<file path="config.mk">
export PLATFORM = sky130hd
export DESIGN_NAME = pwr_run_ctl
export DESIGN_NICKNAME = d
export VERILOG_FILES = /design/src/rtl/pwr_run_ctl.sv
export SDC_FILE = /design/constraint.sdc
export NUM_CORES = 1
export LEC_CHECK = 0
export BUFFER_PORTS_ARGS = -buffer_cell sky130_fd_sc_hd__buf_2
export CAP_MARGIN = 30
export CORE_MARGIN = 4
export CORE_UTILIZATION = 50
export CTS_BUF_LIST = sky130_fd_sc_hd__clkbuf_2
export CTS_CLUSTER_DIAMETER = 120
export CTS_CLUSTER_SIZE = 28
export DETAILED_ROUTE_END_ITERATION = 16
export PLACE_DENSITY_LB_ADDON = 0.25
export SYNTH_ARGS = -nofsm -noshare
export SYNTH_HDL_FRONTEND = slang
export SYNTH_SLANG_ARGS = --single-unit
</file>
<file path="constraint.sdc">
create_clock -name clk -period 2.6 [get_ports clk]
set_clock_uncertainty 0.2 [all_clocks]
set_input_delay 0.13 -clock clk [delete_from_list [all_inputs] [get_ports clk]]
set_output_delay 0.13 -clock clk [all_outputs]
set_load 0.1 [all_outputs]
</file>
<file path="src/rtl/pwr_run_ctl.sv">
module pwr_run_ctl #(
  parameter int unsigned CLR_DLY = 600,
  parameter int unsigned SETTLE  = 2000000
) (
  input  logic        clk,
  input  logic        rst_n,
  input  logic        pwr_good,
  input  logic        start_req,
  input  logic        stop_req,
  input  logic        autostart_en,
  input  logic [4:0]  addr_sel,
  input  logic        fld7_sel,
  input  logic        mem_ext_present,
  input  logic        tp3,
  input  logic        tp4,
  output logic        clear_o,
  output logic        run_o,
  output logic        go_o,
  output logic        settling_o,
  output logic [11:0] start_addr,
  output logic [2:0]  start_field,
  output logic        sel_err
);
  localparam int CLR_W = $clog2(CLR_DLY + 1);
  localparam int SET_W = $clog2(SETTLE + 1);

  logic [CLR_W-1:0] clr_cnt;
  logic [SET_W-1:0] set_cnt;
  logic halt_pend, auto_pend, can_start, fire;

  // CLEAR follows power-good only after it has been stable for CLR_DLY edges
  always_ff @(posedge clk or negedge rst_n) begin
    if (!rst_n) begin
      clear_o <= 1'b1;
      clr_cnt <= '0;
    end else if (pwr_good == clear_o) begin
      if (clr_cnt == CLR_W'(CLR_DLY - 1)) begin
        clear_o <= ~clear_o;
        clr_cnt <= '0;
      end else begin
        clr_cnt <= clr_cnt + 1'b1;
      end
    end else begin
      clr_cnt <= '0;
    end
  end

  always_ff @(posedge clk or negedge rst_n) begin
    if (!rst_n) begin
      settling_o <= 1'b1;
      set_cnt    <= '0;
    end else if (!pwr_good) begin
      settling_o <= 1'b1;
      set_cnt    <= '0;
    end else if (settling_o) begin
      if (set_cnt == SET_W'(SETTLE - 1)) begin
        settling_o <= 1'b0;
        set_cnt    <= '0;
      end else begin
        set_cnt <= set_cnt + 1'b1;
      end
    end
  end

  assign can_start = pwr_good && !settling_o && !clear_o && !run_o && !go_o && !stop_req;
  assign fire      = can_start && (start_req || (autostart_en && auto_pend));

  always_ff @(posedge clk or negedge rst_n) begin
    if (!rst_n) auto_pend <= 1'b1;
    else if (settling_o) auto_pend <= 1'b1;
    else if (fire) auto_pend <= 1'b0;
  end

  always_ff @(posedge clk or negedge rst_n) begin
    if (!rst_n) begin
      run_o     <= 1'b0;
      go_o      <= 1'b0;
      halt_pend <= 1'b0;
    end else if (clear_o) begin
      run_o     <= 1'b0;
      go_o      <= 1'b0;
      halt_pend <= 1'b0;
    end else if (fire) begin
      run_o <= 1'b1;
      go_o  <= 1'b1;
    end else begin
      if (run_o && tp3 && (halt_pend || stop_req || !pwr_good)) begin
        run_o     <= 1'b0;
        halt_pend <= 1'b0;
      end else if (run_o && (stop_req || !pwr_good)) begin
        halt_pend <= 1'b1;
      end
      if (!run_o && go_o && tp4) go_o <= 1'b0;
    end
  end

  assign sel_err     = $countones(addr_sel) > 1;
  assign start_addr  = sel_err ? 12'o0000 : {addr_sel, 7'b0};
  assign start_field = {3{fld7_sel & mem_ext_present}};

  assert_clear_rise_R1: assert property (@(posedge clk) disable iff (!rst_n)
    $rose(clear_o) |-> $past(!pwr_good));
  assert_run_rise_R3: assert property (@(posedge clk) disable iff (!rst_n)
    $rose(run_o) |-> $past(pwr_good && !settling_o && !clear_o && !go_o));
  assert_run_fall_R5: assert property (@(posedge clk) disable iff (!rst_n)
    $fell(run_o) |-> $past(tp3 || clear_o));
  assert_go_covers_run_R6: assert property (@(posedge clk) disable iff (!rst_n)
    run_o |-> go_o);
  assert_go_fall_R6: assert property (@(posedge clk) disable iff (!rst_n)
    $fell(go_o) |-> $past((tp4 && !run_o) || clear_o));
  assert_clear_forces_R7: assert property (@(posedge clk) disable iff (!rst_n)
    clear_o |=> (!run_o && !go_o));
  assert_err_addr_R9: assert property (@(posedge clk) disable iff (!rst_n)
    sel_err |-> start_addr == 12'o0000);
  assert_field_R10: assert property (@(posedge clk) disable iff (!rst_n)
    !mem_ext_present |-> start_field == 3'd0);
endmodule

</file>
-- Word level (Yosys, flattened, before mapping)
Cells that the tools add are included.
- register bits after elaboration: 37
- input port bits: 15
- output and inout bits: 20
- word-level logic and storage cells: 71
- add/subtract/negate cells: 6
- $lt $le $gt $ge: 1
- equality and inequality tests: 5
- multiplexer cells: 21
- bitwise logic cells: 2
- reductions and logical operators: 28
- operator list (operator ; count):
    21-bit two-way mux ; 3
    21-bit by 1-bit adder with 21-bit output (second input constant) ; 1
    21-bit == test (second input constant) ; 1
    10-bit two-way mux ; 2
    1-bit two-way mux ; 15
    1-bit logical AND ; 12
    12-bit two-way mux ; 1
    10-bit by 1-bit adder with 10-bit output (second input constant) ; 1
    10-bit == test (second input constant) ; 1
    3-bit nonzero test ; 3
    1-bit logical NOT ; 6
    1-bit by 1-bit adder with 2-bit output ; 2
    3-bit by 1-bit adder with 4-bit output ; 1
    4-bit by 1-bit greater-than comparator with 1-bit output (second input constant) ; 1
    1-bit logical OR ; 4
    2-bit AND reduction ; 2
    2-bit by 2-bit adder with 3-bit output ; 1
    2-bit by 1-bit inequality test with 1-bit output (second input constant) ; 1
    2-bit inequality test (second input constant) ; 1
    2-bit nonzero test ; 1
    1-bit AND ; 1
    1-bit == test ; 1
    1-bit inverter ; 1

-- Longest topological paths before layout
- word-level depth: 9
- depth in mapped cells: 7
- depth with buffers taken out: 7

-- Worst setup path before layout
Ideal clock, no wire load.
- kind: input -> output
- start: in addr_sel[0]
- end: out start_addr[10]
- arrival: 3.138 ns
- required time: 2.270 ns
- path slack: -0.868 ns
- stages on the path: 7
- buffers on the path: 0
- path through: inv_1 -> fa_1 -> inv_1 -> ha_1 -> a211oi_1 -> inv_1 -> nor2_1
- cells in the longest elaborated chain, start to end: 5
- ends and longest elaborated chain (what ; RTL line ; text):
    start: declaration ; 11 ; input logic [4:0] addr_sel,
    1-bit by 1-bit adder with 2-bit output (not written as such) ; 97 ; assign sel_err = $countones(addr_sel) > 1;
    2-bit by 2-bit adder with 3-bit output (not written as such) ; 97 ;
    3-bit by 1-bit adder with 4-bit output (not written as such) ; 97 ;
    4-bit by 1-bit greater-than comparator with 1-bit output ; 97 ;
    via sel_err ; 22 ; output logic sel_err
    12-bit two-way mux ; 98 ; assign start_addr = sel_err ? 12'o0000 : {addr_sel, 7'b0};
    end: declaration ; 20 ; output logic [11:0] start_addr,
The timed path passes the listed nets, and every way through them passes these cells.

-- Worst setup path in the final report
- start: in addr_sel[0]
- end: out sel_err
- cells in the longest elaborated chain, start to end: 4
- ends and longest elaborated chain (what ; RTL line):
    1-bit by 1-bit adder with 2-bit output (not written as such) ; 97
    2-bit by 2-bit adder with 3-bit output (not written as such) ; 97
    3-bit by 1-bit adder with 4-bit output (not written as such) ; 97
    4-bit by 1-bit greater-than comparator with 1-bit output ; 97
    end: declaration ; 22
No other way between the ends.

==> reports/results.tsv <==
stage	metric	value	unit
status	run_status	finished, final reports clean	
drt	postRouteWirelength	4600	microns
setup_path	start_kind	primary input	
cts	cts_tree	yes	
global_routing	grt_pass1_vias	1815	
floorplan	core.rowCount	23	
synthesis	yosys_register_bits	37	
job	maxCapViolCount	0	
synthesis	seq_area_frac_synth	42.7	%
setup_path	r2r-start	settling_o	
sta	finalCritPeriodShare	90.4	%
floorplan	die_h	74.0	microns
setup_path	timing.rr.end	go_o	
cts	cts_max_level	2	
cts	clk_latency	0.37	ns
setup_path	slowest_delay	0.54	ns
setup_path	setup.worst_path.class	in2out	
drt	first_pass_iters	5	
place	place_inst	305	
sta	max_freq	0.425	GHz
place	dp_slack	0.247	ns
layout	stdcell_count	320	
min_path	whs_endpoint	auto_pend	
setup_path	cp_slowest_cell	fa_1	
sta	setup_ws	0.249	ns
sta	maxSlewViolCount	0	
layout	drive_gt1_share	18.5	%
sta	finalSetupViolCount	0	
setup_path	rr_worst_depth	4	
place	place_congestion	0.786	
drt	drcViolationCount	0	
synthesis	syn_area	2180	sq um
cts	path_clk_slew	0.19	ns
setup_path	crit_start	addr_sel[0]	
min_path	whs_path_depth	5	
setup_path	arrival	2.02	ns
power	total_power	1.10	mW
drt	ant_nets	0	
setup_path	critPathBufInv	5	
cts	post-cts-setup-buffers	0	
sta	worst_pin_slew	0.812	ns
setup_path	cp_max_fo	4	
synthesis	syn_inst	235	
place	portBuffers	27	
layout	design_area	2520	sq um
synthesis	netlist.area_leader.share	39.1	%
layout	n_antenna_cell	0	
synthesis	synthTopCellsByArea	dfrtp_1, nor2_1, xor2_1, nand2_1, dfstp_2	
synthesis	synthDistinctLibCells	47	
global_routing	antenna_found_initial	0	
floorplan	die-area	5470	sq um
floorplan	fp.dieW	74.0	microns
setup_path	critPathRequiredTime	2.27	ns
place	dpl_cell_area	2420	sq um
power	ir_drop	291	uV
global_routing	grt_usage	18.8	%
layout	area_growth	16.0	%
min_path	min_path_type	in2reg	
drt	drtIter0Drc	92	
setup_path	cp_top_family	adder cells	
synthesis	synth_top_area_cell	dfrtp_1	
global_routing	grt_pass1_wl	8160	microns
setup_path	path_common_cell	inv_1	
sta	max_slew_margin	45.9	%
setup_path	crit_chain	buf_2, inv_1, fa_1, inv_1, ha_1, a211oi_1, inv_1, buf_2	
drt	wl_per_cell	14.4	microns
drt	vias	1841	
setup_path	reg2reg_setup_slack	0.30	ns
sta	finalCriticalPeriod	2.35	ns
cts	clk_path_buf_depth	2	
cts	clock-sinks	37	
drt	vias_per_cell	5.75	
synthesis	ys_warn_count	0	
place	dp_hpwl	3300	microns
power	power_per_cell_area	435	nW/um^2
global_routing	grt_max_degree	38	
sta	hold-worst-slack	0.0431	ns
synthesis	avgSynthCellArea	9.26	sq um
global_routing	grt.overflow.total	0	
floorplan	pin_count	35	
power	p_leak	1.11	nW
cts	cts.root.buffer_cell	clkbuf_2	
cts	cts_buffers	5	
setup_path	cp-end-kind	output pin	
sta	hold_violations	0	
floorplan	core	4120	sq um
sta	rsz0062_at_grt	false	
min_path	hold_path_startpoint	start_req	
floorplan	start_util	52.9	%
layout	fin_nets	288	
==> synthesized netlist by cell type (all sizes together) <==
| cell type | count |
|---|---|
| clkinv | 1 |
| o2111ai | 6 |
| and3 | 5 |
| conb | 1 |
| or3 | 7 |
| xnor2 | 5 |
| nand4 | 9 |
| and2 | 5 |
| ha | 3 |
| o211ai | 2 |
| buf | 10 |
| and4 | 4 |
| nor4b | 1 |
| o221ai | 1 |
| nor4 | 1 |
| o31ai | 5 |
| nand2b | 3 |
| inv | 10 |
| fa | 1 |
| clkbuf | 5 |
| nor2 | 29 |
| a31oi | 1 |
| o21ai | 6 |
| mux2 | 1 |
| nor3 | 4 |
| a41oi | 2 |
| and4b | 1 |
| nand2 | 22 |
| xor2 | 12 |
| dfrtp | 34 |
| nor4bb | 1 |
| nand4b | 2 |
| nand3 | 13 |
| dfstp | 3 |
| a21oi | 10 |
| o311ai | 1 |
| and3b | 1 |
| a211oi | 2 |
| or4 | 5 |
==> cells by family after synthesis <==
group	Yosys count	synth area share [%]
buffers and inverters	26	6.10
flip-flops	37	42.7
adder cells (fa/ha/maj)	4	2.65
AND/OR/NAND/NOR	113	29.1
XOR/XNOR	17	6.84
AO/OA/AOI/OAI	36	11.9
multiplexers	1	0.518
other	1	0.172
==> worst register-to-register path: cells and delay by family (launching register included) <==
family,cells,cell delay (ns)
AOI/OAI and AO/OA,1,0.14
DFF,1,0.49
and+or+nand+nor,2,0.86
buffers and inverters,1,0.56
==> metal layers <==
| layer | share of wire (%) | track usage [%] |
|---|---|---|
| met5 | 0 | 0 |
| met1 | 43 | 23.0 |
| met3 | 4.2 | 3.92 |
| met2 | 51 | 33.4 |
| met4 | 1.2 | 5.84 |
==> final cells by class <==
cell class	instances	area [sq um]
clock inverter	3	12.5
clock buffer	5	25.0
sequential	37	930
inverter	11	41.3
timing repair buffer	36	295
multi-input combinational	178	1160
tap	50	62.6
fill	362	1590
==> repair_timing <==
item,CTS,global route
hold buffers,7,0
hold endpoints to repair,40,0
gates resized for setup,0,0
==> registers in the layout, indices dropped and copies added (netlist names) <==
register    count
clear_o         1
clr_cnt        10
auto_pend       1
go_o            1
set_cnt        21
settling_o      1
run_o           1
halt_pend       1
==> power breakdown <==
part           internal [mW]  leakage, nW  switching, mW
Clock                 0.0590       0.0278          0.183
Combinational         0.0653        0.587          0.188
Sequential             0.588        0.500         0.0153
Total                  0.712         1.11          0.386
==> cells in the final DEF (no fill, tap or decap), types with 6 or more instances in the layout <==
master         instances
nand3_1               13
nand2_1               22
dfrtp_1               34
xor2_1                12
nand4_1                7
nor2_1                26
buf_2                 22
conb_1                 7
o21ai_0                6
o2111ai_1              6
dlygate4sd3_1          7
a21oi_1                9
inv_1                 10
==> metrics by stage <==
step | util [%] | TNS, ns
floorplan | - | -0.606
global placement | 58.7 | 0
detailed placement | 58.7 | 0
CTS | 61.4 | 0
global route | 61.4 | 0
finish | 61.4 | 0
==> worst max-delay path by stage <==
stage	slack, ns	cells after the start	end
2_1_floorplan	-0.20	7	start_addr[10]
3_3_place_gp	0.32	8	sel_err
3_5_place_dp	0.25	8	sel_err
4_1_cts	0.25	8	sel_err
5_1_grt	0.13	9	start_addr[7]
6_report	0.25	8	sel_err
Power figures use the tool's default switching activity.
